**config.mk**
```make
export PLATFORM = sky130hd
export DESIGN_NAME = prp_walker
export DESIGN_NICKNAME = d
export VERILOG_FILES = /design/src/rtl/prp_walk_pkg.sv /design/src/rtl/prp_geom.sv /design/src/rtl/prp_entry_fetch.sv /design/src/rtl/prp_walker.sv
export SDC_FILE = /design/constraint.sdc
export NUM_CORES = 1
export LEC_CHECK = 0
export BUFFER_PORTS_ARGS = -buffer_cell sky130_fd_sc_hd__buf_2
export CORE_AREA = 2 2 161 320
export CTS_BUF_LIST = sky130_fd_sc_hd__clkbuf_4 sky130_fd_sc_hd__clkbuf_8 sky130_fd_sc_hd__clkbuf_16
export CTS_CLUSTER_SIZE = 12
export DETAILED_ROUTE_END_ITERATION = 6
export DIE_AREA = 0 0 163 322
export PLACE_DENSITY = 0.74
export SLEW_MARGIN = 0
export SYNTH_ARGS = -nofsm -noshare
export SYNTH_HDL_FRONTEND = slang
export SYNTH_SLANG_ARGS = --single-unit
```
**constraint.sdc**
```tcl
create_clock -name clk -period 11.35 [get_ports clk]
set_clock_uncertainty 0.2 [all_clocks]
set_input_delay 1.135 -clock clk [delete_from_list [all_inputs] [get_ports clk]]
set_output_delay 1.135 -clock clk [all_outputs]
set_load 0.02 [all_outputs]
```
**src/rtl/prp_walk_pkg.sv**
```systemverilog
package prp_walk_pkg;

   typedef enum logic [2:0] {
      ST_IDLE,
      ST_FIRST,
      ST_DIRECT,
      ST_LIST,
      ST_DATA,
      ST_FINISH
   } walk_state_t;

   typedef enum logic [1:0] {
      FS_IDLE,
      FS_REQ,
      FS_WAIT
   } fetch_state_t;

   localparam logic [15:0] STS_OK        = 16'h0000;
   localparam logic [15:0] STS_BAD_FIELD = 16'h4002;

   localparam int PAGE_BASE_BITS = 12;
   localparam int ENTRY_BYTES_LG = 3;

endpackage

```
**src/rtl/prp_geom.sv**
```systemverilog
module prp_geom #(
   parameter int LEN_W   = 32,
   parameter int MPS_W   = 4,
   parameter int MPS_MAX = 4,
   parameter int IDX_W   = MPS_MAX + 9
) (
   input  logic [MPS_W-1:0] mps,
   output logic [LEN_W-1:0] page_bytes,
   output logic [LEN_W-1:0] page_mask,
   output logic [IDX_W-1:0] last_slot
);
   import prp_walk_pkg::*;

   localparam int LG_MAX_PAGE = PAGE_BASE_BITS + MPS_MAX;

   generate
      if (LEN_W <= LG_MAX_PAGE) begin : g_len_too_narrow
         $error("prp_geom: LEN_W must exceed the largest page exponent");
      end
      if (IDX_W != LG_MAX_PAGE - ENTRY_BYTES_LG) begin : g_idx_mismatch
         $error("prp_geom: IDX_W does not match the largest table page");
      end
   endgenerate

   assign page_bytes = LEN_W'(4096) << mps;
   assign page_mask  = page_bytes - LEN_W'(1);
   assign last_slot  = IDX_W'((page_bytes >> ENTRY_BYTES_LG) - LEN_W'(1));

endmodule

```
**src/rtl/prp_entry_fetch.sv**
```systemverilog
module prp_entry_fetch #(
   parameter int ADDR_W = 64,
   parameter int IDX_W  = 13
) (
   input  logic              clk,
   input  logic              rst_n,
   input  logic              go,
   input  logic [ADDR_W-1:0] base,
   input  logic [IDX_W-1:0]  idx,
   output logic              rd_valid,
   input  logic              rd_ready,
   output logic [ADDR_W-1:0] rd_addr,
   input  logic              rsp_valid,
   input  logic [63:0]       rsp_data,
   output logic              ent_valid,
   output logic [ADDR_W-1:0] ent_addr,
   output logic              ent_nonzero
);
   import prp_walk_pkg::*;

   generate
      if (ADDR_W > 64 || ADDR_W < IDX_W + ENTRY_BYTES_LG) begin : g_bad_addr
         $error("prp_entry_fetch: ADDR_W out of range");
      end
   endgenerate

   fetch_state_t      fs;
   logic [ADDR_W-1:0] addr_q;
   logic [63:0]       ent_q;
   logic              ent_valid_q;

   always_ff @(posedge clk or negedge rst_n) begin
      if (!rst_n) begin
         fs          <= FS_IDLE;
         addr_q      <= '0;
         ent_q       <= '0;
         ent_valid_q <= 1'b0;
      end else begin
         ent_valid_q <= 1'b0;
         unique case (fs)
            FS_IDLE: begin
               if (go) begin
                  addr_q <= base + ADDR_W'({idx, 3'b000});
                  fs     <= FS_REQ;
               end
            end
            FS_REQ: begin
               if (rd_ready) begin
                  fs <= FS_WAIT;
               end
            end
            FS_WAIT: begin
               if (rsp_valid) begin
                  ent_q       <= rsp_data;
                  ent_valid_q <= 1'b1;
                  fs          <= FS_IDLE;
               end
            end
            default: fs <= FS_IDLE;
         endcase
      end
   end

   assign rd_valid    = (fs == FS_REQ);
   assign rd_addr     = addr_q;
   assign ent_valid   = ent_valid_q;
   assign ent_addr    = ent_q[ADDR_W-1:0];
   assign ent_nonzero = |ent_q;

endmodule

```
**src/rtl/prp_walker.sv**
```systemverilog
module prp_walker #(
   parameter int ADDR_W  = 64,
   parameter int LEN_W   = 32,
   parameter int MPS_W   = 4,
   parameter int MPS_MAX = 4
) (
   input  logic              clk,
   input  logic              rst_n,
   input  logic [MPS_W-1:0]  cfg_mps,
   input  logic              cmd_valid,
   output logic              cmd_ready,
   input  logic [ADDR_W-1:0] cmd_ptr1,
   input  logic [ADDR_W-1:0] cmd_ptr2,
   input  logic [LEN_W-1:0]  cmd_len,
   output logic              rd_valid,
   input  logic              rd_ready,
   output logic [ADDR_W-1:0] rd_addr,
   input  logic              rsp_valid,
   input  logic [63:0]       rsp_data,
   output logic              seg_valid,
   input  logic              seg_ready,
   output logic [ADDR_W-1:0] seg_addr,
   output logic [LEN_W-1:0]  seg_len,
   output logic              done_valid,
   output logic [15:0]       done_status
);
   import prp_walk_pkg::*;

   localparam int IDX_W = MPS_MAX + PAGE_BASE_BITS - ENTRY_BYTES_LG;

   generate
      if (ADDR_W < LEN_W) begin : g_addr_narrow
         $error("prp_walker: ADDR_W must be at least LEN_W");
      end
      if (MPS_MAX >= (1 << MPS_W)) begin : g_mps_wide
         $error("prp_walker: MPS_MAX not encodable in MPS_W bits");
      end
   endgenerate

   walk_state_t       st;
   logic [MPS_W-1:0]  mps_q;
   logic [ADDR_W-1:0] ptr1_q;
   logic [ADDR_W-1:0] ptr2_q;
   logic [LEN_W-1:0]  rem_q;
   logic [ADDR_W-1:0] base_q;
   logic [IDX_W-1:0]  idx_q;
   logic              err_q;
   logic              go_q;

   logic [LEN_W-1:0]  page_bytes;
   logic [LEN_W-1:0]  page_mask;
   logic [IDX_W-1:0]  last_slot;
   logic              ent_valid;
   logic [ADDR_W-1:0] ent_addr;
   logic              ent_nonzero;

   prp_geom #(
      .LEN_W   (LEN_W),
      .MPS_W   (MPS_W),
      .MPS_MAX (MPS_MAX),
      .IDX_W   (IDX_W)
   ) u_geom (
      .mps        (mps_q),
      .page_bytes (page_bytes),
      .page_mask  (page_mask),
      .last_slot  (last_slot)
   );

   prp_entry_fetch #(
      .ADDR_W (ADDR_W),
      .IDX_W  (IDX_W)
   ) u_fetch (
      .clk         (clk),
      .rst_n       (rst_n),
      .go          (go_q),
      .base        (base_q),
      .idx         (idx_q),
      .rd_valid    (rd_valid),
      .rd_ready    (rd_ready),
      .rd_addr     (rd_addr),
      .rsp_valid   (rsp_valid),
      .rsp_data    (rsp_data),
      .ent_valid   (ent_valid),
      .ent_addr    (ent_addr),
      .ent_nonzero (ent_nonzero)
   );

   logic [ADDR_W-1:0] mask_ext;
   logic [LEN_W-1:0]  first_off;
   logic [LEN_W-1:0]  first_room;
   logic [LEN_W-1:0]  first_len;
   logic [LEN_W-1:0]  page_len;
   logic [LEN_W-1:0]  rem_after;
   logic              ptr2_off;
   logic              ent_bad;
   logic              chain_slot;

   assign mask_ext   = ADDR_W'(page_mask);
   assign first_off  = ptr1_q[LEN_W-1:0] & page_mask;
   assign first_room = page_bytes - first_off;
   assign first_len  = (rem_q < first_room) ? rem_q : first_room;
   assign page_len   = (rem_q < page_bytes) ? rem_q : page_bytes;
   assign ptr2_off   = |(ptr2_q & mask_ext);
   assign ent_bad    = !ent_nonzero || (|(ent_addr & mask_ext));
   assign chain_slot = (idx_q == last_slot) && (rem_q > page_bytes);

   always_comb begin
      seg_valid = 1'b0;
      seg_addr  = '0;
      seg_len   = '0;
      unique case (st)
         ST_FIRST: begin
            seg_valid = 1'b1;
            seg_addr  = ptr1_q;
            seg_len   = first_len;
         end
         ST_DIRECT: begin
            seg_valid = 1'b1;
            seg_addr  = ptr2_q;
            seg_len   = rem_q;
         end
         ST_DATA: begin
            seg_valid = 1'b1;
            seg_addr  = ent_addr;
            seg_len   = page_len;
         end
         default: ;
      endcase
   end

   assign rem_after = rem_q - seg_len;

   always_ff @(posedge clk or negedge rst_n) begin
      if (!rst_n) begin
         st     <= ST_IDLE;
         mps_q  <= '0;
         ptr1_q <= '0;
         ptr2_q <= '0;
         rem_q  <= '0;
         base_q <= '0;
         idx_q  <= '0;
         err_q  <= 1'b0;
         go_q   <= 1'b0;
      end else begin
         go_q <= 1'b0;
         unique case (st)
            ST_IDLE: begin
               if (cmd_valid) begin
                  mps_q  <= cfg_mps;
                  ptr1_q <= cmd_ptr1;
                  ptr2_q <= cmd_ptr2;
                  rem_q  <= cmd_len;
                  err_q  <= (cmd_ptr1 == '0);
                  st     <= (cmd_ptr1 == '0) ? ST_FINISH : ST_FIRST;
               end
            end
            ST_FIRST: begin
               if (seg_ready) begin
                  rem_q <= rem_after;
                  if (rem_after == '0) begin
                     st <= ST_FINISH;
                  end else if (ptr2_q == '0) begin
                     err_q <= 1'b1;
                     st    <= ST_FINISH;
                  end else if (rem_after <= page_bytes) begin
                     if (ptr2_off) begin
                        err_q <= 1'b1;
                        st    <= ST_FINISH;
                     end else begin
                        st <= ST_DIRECT;
                     end
                  end else begin
                     base_q <= ptr2_q;
                     idx_q  <= '0;
                     go_q   <= 1'b1;
                     st     <= ST_LIST;
                  end
               end
            end
            ST_DIRECT: begin
               if (seg_ready) begin
                  rem_q <= rem_after;
                  st    <= ST_FINISH;
               end
            end
            ST_LIST: begin
               if (ent_valid) begin
                  if (ent_bad) begin
                     err_q <= 1'b1;
                     st    <= ST_FINISH;
                  end else if (chain_slot) begin
                     base_q <= ent_addr;
                     idx_q  <= '0;
                     go_q   <= 1'b1;
                  end else begin
                     st <= ST_DATA;
                  end
               end
            end
            ST_DATA: begin
               if (seg_ready) begin
                  rem_q <= rem_after;
                  idx_q <= idx_q + IDX_W'(1);
                  if (rem_after == '0) begin
                     st <= ST_FINISH;
                  end else begin
                     go_q <= 1'b1;
                     st   <= ST_LIST;
                  end
               end
            end
            ST_FINISH: st <= ST_IDLE;
            default:   st <= ST_IDLE;
         endcase
      end
   end

   assign cmd_ready   = (st == ST_IDLE);
   assign done_valid  = (st == ST_FINISH);
   assign done_status = err_q ? STS_BAD_FIELD : STS_OK;

endmodule

```
==> results of run 1 <==
==> final cells by class <==
cell class / count / share of cell area
well taps: 649 / 0.02653
flip-flops and latches: 377 / 0.3083
clock buffers: 46 / 0.03459
clock inverters: 6 / 0.001922
diodes: 8 / 0.0006541
inverters: 112 / 0.01374
repair buffers: 694 / 0.1395
multi-input cells: 2118 / 0.4747
==> worst register-to-register path: cells and delay by family (launching register included) <==
family,cells,cell delay (ns)
AND/OR/NAND/NOR,13,2.23
adder cells (fa/ha/maj),6,1.57
multiplexers,3,0.75
flip-flops,1,0.38
buffers and inverters,11,1.64
AO/OA/AOI/OAI,18,4.17
==> repair_timing <==
item	4_1_cts	5_1_grt
resized for setup	7	56
cloned	0	0
setup endpoints to repair	78	82
buffers inserted	0	4
pin swaps	0	16
==> cell usage in the layout, fill, tap and decap left out, types with 34 or more instances in the layout <==
cell	netlist	final
a21o_1	49	49
a21oi_1	107	103
a22oi_1	83	83
buf_2	2	398
buf_4	17	289
clkbuf_16	0	40
dfrtp_1	377	376
ha_1	114	113
inv_1	108	107
mux2_2	216	216
mux2_4	34	34
nand2_1	502	500
nand3_1	44	44
nand4_1	36	36
nor2_1	147	144
nor4_1	63	61
o21ai_0	202	193
xnor2_1	44	42
xor2_1	56	55
==> cell usage after synthesis (all sizes together) (6+ instances only) <==
cell type / number / area share
a2111oi: 8 / 0.0028
a211o: 9 / 0.0032
a211oi: 14 / 0.0043
a21boi: 7 / 0.0021
a21o: 49 / 0.015
a21oi: 107 / 0.022
a221oi: 13 / 0.0046
a22oi: 83 / 0.025
a31oi: 31 / 0.0078
and2: 16 / 0.0041
and3: 23 / 0.0058
and4: 6 / 0.0021
buf: 36 / 0.0097
clkbuf: 129 / 0.020
dfrtp: 377 / 0.38
ha: 114 / 0.058
inv: 109 / 0.017
mux2: 250 / 0.12
mux2i: 20 / 0.0081
nand2: 502 / 0.076
nand2b: 24 / 0.0061
nand3: 44 / 0.0089
nand3b: 6 / 0.0018
nand4: 36 / 0.0091
nor2: 147 / 0.022
nor2b: 20 / 0.0051
nor3: 32 / 0.0069
nor4: 63 / 0.016
o2111ai: 6 / 0.0021
o211ai: 18 / 0.0055
o21a: 16 / 0.0049
o21ai: 203 / 0.041
o21bai: 6 / 0.0018
o31ai: 16 / 0.0049
or2: 11 / 0.0028
or3: 18 / 0.0046
or4: 10 / 0.0032
xnor2: 44 / 0.016
xor2: 56 / 0.020
==> state kept, by name, indices dropped and copies added (netlist names) <==
| signal | cells |
|---|---|
| base_q | 64 |
| ptr1_q | 64 |
| ptr2_q | 64 |
| u_fetch.ent_addr | 64 |
| u_fetch.rd_addr | 64 |
| rem_q | 32 |
| idx_q | 13 |
| mps_q | 4 |
| st | 3 |
| u_fetch.fs | 2 |
| err_q | 1 |
| go_q | 1 |
| u_fetch.ent_valid | 1 |
==> per-stage QoR <==
stage          utilization  TNS [ns]  hold slack, ns
2_1_floorplan            -         0          0.2348
3_3_place_gp        0.5816    -30.63          0.2643
3_5_place_dp        0.5816    -27.69          0.2670
4_1_cts             0.6043         0          0.2800
5_1_grt             0.6110    -9.026          0.3089
6_report            0.6112         0          0.2802
==> layer usage <==
layer	global-route usage	up-vias	part of all wire
met5	0	-	0.00015
li1	-	11030	-
met2	0.6956	1213	0.50
met1	0.3961	11940	0.32
met4	0.3805	2	0.12
met3	0.06425	424	0.063
==> worst max-delay path by stage <==
stage,end,slack (ns)
4_1_cts,base_q[5],0.004
3_3_place_gp,base_q[2],-0.50
6_report,base_q[59],0.31
5_1_grt,base_q[55],-0.17
2_1_floorplan,idx_q[3],0.18
3_5_place_dp,base_q[5],-0.45
==> cell families after synthesis <==
kind of cell    Yosys count
simple gates            977
compound gates          641
flops                   377
buf+inv                 277
mux                     270
fa+ha+maj               116
xor+xnor                100
other cells               1
==> impl_metrics.tcl, run 1 <==
set metrics [dict create \
    grt_pass1_wl_microns 154800 \
    avgSynthCellArea_sq_um 8.956 \
    dpl_cell_area_sq_um 29120 \
    die_w_microns 163 \
    worst-setup-path-type "flop to flop" \
    synth_top_family_by_area "simple AND/OR/NAND/NOR gates" \
    min_to "u_fetch.rd_addr[36]" \
    required_ns 11.59 \
    synth_edf_count 0 \
    hold_viol_final 0 \
    critPathLaunchType "flop" \
    setup_slack_ns 0.3071 \
    clock_insertion_delay_worst_skew_ns 0.57 \
    synthArstFlopShare 1.000 \
    crit_slowest_cell "a311o_2" \
    cp-startpoint "mps_q[1]" \
    synthAdderAreaFrac 0.05935 \
    multi_input_comb_area_sq_um 14530 \
    num_rows 116 \
    ff_latch_area_sq_um 9435 \
    synth-simple-area-share 0.1821 \
    die_h_microns 322 \
    io_pins 414 \
    final_cells 4010 \
    io_buffers 399 \
    finalInstanceArea_sq_um 30600 \
    min_path_type "flop to flop" \
    path_clk_slew_ns 0.06 \
    max_freq_ghz 0.09056 \
    r2r_setup_slack_ns 0.31 \
    worstHoldStart "u_fetch.rd_addr[36]" \
    drive_gt1_frac 0.3197 \
    reg2regPathDepth 51 \
    grt_max_degree 152 \
    design.final.nets 3692 \
    synth-seq-area-share 0.3818 \
    totalWireLength_microns 106500 \
    relSlewSlack 0.1062 \
    ant_nets 0 \
    worst_path_most_repeated_cell "buf_4" \
    regToRegEndpoint "base_q[59]" \
    synth_area_sq_um 24710 \
    drc 0 \
    area_growth_pct 23.86 \
    crit_path_end_kind "flop" \
    core_area_sq_um 50070 \
    r2r-start "mps_q[1]" \
    synth_seq_cells 377 \
    antenna_found_initial 8 \
    cap_violations 0 \
    status "finished, final reports clean" \
    dp.cells 3946 \
    cp.depth 51 \
    ys_types 85 \
    cts_tree "done" \
    drt_first_pass_iters 7 \
    yosys.area_share.xor_xnor 0.03545 \
    cts_sinks 377 \
    fin_crit_ns 11.04 \
    slowest_delay_ns 0.50 \
    fillers 4382 \
    root_buffer "clkbuf_16" \
    first_global_vias 24890 \
    fp.dieArea_sq_um 52490 \
    tightest_slew_ns 1.329 \
    num_vias 24610 \
    first_iter_violations 2021 \
    slew_viol_final 0 \
    grt_usage 0.3992 \
    crit_arrival_ns 11.28 \
    period_share 0.9729 \
    synth_ff_type "dfrtp_1" \
    hold_path_depth 2 \
    dp_hpwl_microns 83010 \
    gp_congestion 1.030 \
    path_buf_inv 11 \
    pre_cts_slack_ns -0.4492 \
    routedWlPerCell_microns 26.55 \
    vias_per_cell 6.137 \
    overflow 0 \
    cp_top_family "compound AO/OA/AOI/OAI gates" \
    crit_fanout 14 \
    htree_levels 2 \
    ys_warn_count 0 \
    clock_path_buffers 3 \
    synth_compound_area_frac 0.1676 \
    cts_made_buffers 39 \
    start_util 0.4935 \
    hold_buffers 0 \
    synthMuxAreaShare 0.1272 \
    syn_inst 2759 \
    setup_violations 0 \
]
Power of run 1 is not shown: default switching activity piles up to over one toggle a cycle in this logic, so the estimate is an artifact.
==> inputs of run 2 (changes only) <==
Settings changed: ABC_AREA set to 1, CORE_AREA 2 2 161 320 to 2 2 164 327, DIE_AREA 0 0 163 322 to 0 0 166 329, PLACE_DENSITY 0.74 to 0.71.
Clock period 11.35 ns to 11.2 ns, I/O delays scaled along.
==> run 2 against run 1 <==
Against the previous run: cell area is 4.0% lower; register-to-register slack gained 0.90 ns; flip-flop and latch count is the same.
==> impl_metrics.tcl, run 2 <==
set metrics [dict create \
    period_share 0.8919 \
    synthArstFlopShare 1.000 \
    cp_top_family "simple AND/OR/NAND/NOR gates" \
    synth_largest_area_cell "dfrtp_1" \
    gp_congestion 0.9875 \
    cap_violations 0 \
    synthMuxAreaShare 0 \
    synth_seq_cells 377 \
    dp_hpwl_microns 78340 \
    cp-startpoint "mps_q[3]" \
    first_iter_violations 2996 \
    critPathLaunchType "flop" \
    dp.cells 4588 \
    root_buffer "clkbuf_16" \
    cts_sinks 377 \
    drive_gt1_frac 0.1539 \
    vias_per_cell 5.773 \
    fin_crit_ns 9.989 \
    whs_ns 0.2750 \
    hold_viol_final 0 \
    num_vias 26850 \
    cts_tree "done" \
    grt_max_degree 133 \
    ys_warn_count 0 \
    grt_use_met2 0.5697 \
    worst_path_most_repeated_cell "nand2_1" \
    tightest_slew_ns 1.158 \
    synth_top_family_by_area "simple AND/OR/NAND/NOR gates" \
    syn_inst 3642 \
    num_rows 119 \
    cts_setup_buffers 0 \
    setup_violations 0 \
    synth_edf_count 0 \
    rsz0062_at_grt "false" \
    slowest_delay_ns 0.57 \
    crit_slowest_cell "dfrtp_1" \
    routedWlPerCell_microns 21.72 \
    fillers 5178 \
    synthAdderAreaFrac 0.05678 \
    area_growth_pct 13.75 \
    hold_buffers 0 \
    synth-seq-area-share 0.3653 \
    yosys.area_share.xor_xnor 0.03018 \
    yosysMostFrequentCell "nand2_1" \
    synth_ff_type "dfrtp_1" \
    crit_arrival_ns 10.27 \
    final_util 0.5622 \
    use_met3 0.07185 \
    final_cells 4651 \
    synth_area_leaders "dfrtp_1 (37%), nand2_1 (16%), o21ai_0 (7.0%)" \
    status "finished, final reports clean" \
    path_clk_slew_ns 0.06 \
    multi_input_comb_area_sq_um 13960 \
    path_buf_inv 9 \
    synth_compound_area_frac 0.1493 \
    synth-simple-area-share 0.3005 \
    final_common_cell "nand2_1" \
    cts_resized 0 \
    synth_area_sq_um 25830 \
    grt_usage 0.3571 \
    overflow 0 \
    relSlewSlack 0.2280 \
    busiest_layer "met2" \
    core_area_sq_um 52260 \
    clock_insertion_delay_worst_skew_ns 0.60 \
    die_h_microns 329 \
    worstHoldStart "u_fetch.rd_addr[47]" \
    die_w_microns 166 \
    antenna_found_initial 14 \
    grt_pass1_wl_microns 151400 \
    r2r-start "mps_q[3]" \
    slew_viol_final 0 \
    drc 0 \
    min_path_type "flop to flop" \
    layout_common_cells "nand2_1 (1,089), inv_1 (434), buf_2 (398), dfrtp_1 (377), o21ai_0 (361)" \
    ff_latch_area_sq_um 9434 \
    required_ns 11.48 \
    io_buffers 399 \
    ant_nets 0 \
    crit_path_end_kind "flop" \
    first_global_vias 25250 \
    crit_fanout 19 \
    netlist_top_cells_count "nand2_1 (1,092), inv_1 (436), dfrtp_1 (377)" \
    clock_path_buffers 3 \
    synth.top_cell.area_share 0.3653 \
    totalWireLength_microns 101000 \
    design.final.nets 4315 \
    ys_types 53 \
    max_freq_ghz 0.1001 \
    htree_levels 2 \
    io_pins 414 \
    fp.dieArea_sq_um 54610 \
    drt_first_pass_iters 5 \
    cts_made_buffers 40 \
    fin_tns_setup_ns 0 \
    start_util 0.4942 \
    use_met1 0.4785 \
    worst-setup-path-type "flop to flop" \
    avgSynthCellArea_sq_um 7.092 \
]
-- run 2: cell types whose count changed after synthesis, sizes merged, moves of 24 or more --
cell and delta:
nand2 +605, inv +353, mux2 -250, o21ai +166, nand3 +145, nor2 +108, a22oi -83, o221ai +58
a21o -46, nand4 +45, clkbuf -35, o22ai +35, buf +24, nand2b -24
-- run 2: logic make-up (layout without fill, tap and decap cells) --
group / Yosys count / count (layout)
simple gates: 1764 / 1764
compound gates: 678 / 678
buf+inv: 617 / 944
flops: 377 / 377
fa+ha+maj: 116 / 116
xor+xnor: 89 / 89
other cells: 1 / 18
-- run 2: final timing paths --
kind | to | slack (ns) | cells past startpoint
min in group asynchronous | u_fetch.rd_addr[20] | 0.40 | 1
worst max register to register | idx_q[1] | 1.21 | 53
worst max-delay path | idx_q[1] | 1.21 | 53
max in group asynchronous | rem_q[19] | 8.06 | 3
worst min register to register | u_fetch.rd_addr[47] | 0.27 | 2
worst min-delay path | u_fetch.rd_addr[47] | 0.27 | 2
-- run 2: per-stage QoR --
stage,worst slack [ns],area [sq um]
final,1.211,29380
after global routing,0.3333,29370
after CTS,1.424,29370
after detailed placement,1.442,28170
after global placement,1.657,28170
after floorplan,2.835,25880
-- run 2: area by class of cell --
| type | instances | share of cell area |
|---|---|---|
| Clock buffer | 50 | 0.03769 |
| Inverter | 463 | 0.05924 |
| Timing Repair Buffer | 422 | 0.07504 |
| Sequential cell | 377 | 0.3211 |
| Multi-Input combinational cell | 2661 | 0.4750 |
| Antenna cell | 4 | 0.0003407 |
| Tap cell | 665 | 0.02832 |
| Clock inverter | 9 | 0.003237 |
-- run 2: layer usage --
| metal | vias to the layer above | share of wire |
|---|---|---|
| li1 | 12610 | - |
| met1 | 12590 | 0.41 |
| met2 | 1400 | 0.45 |
| met3 | 230 | 0.090 |
| met4 | 20 | 0.044 |
| met5 | - | 0.0013 |
-- run 2: worst reg2reg max path: cells and delay by family (launching register included) --
family,cells,cell delay [ns]
buffers and inverters,9,1.14
adders and majority gates,5,1.62
AOI/OAI and AO/OA,8,1.67
xor gates and xnor gates,2,0.38
and+or+nand+nor,29,4.29
DFF,1,0.57
Power of run 2 is left out for the same reason.
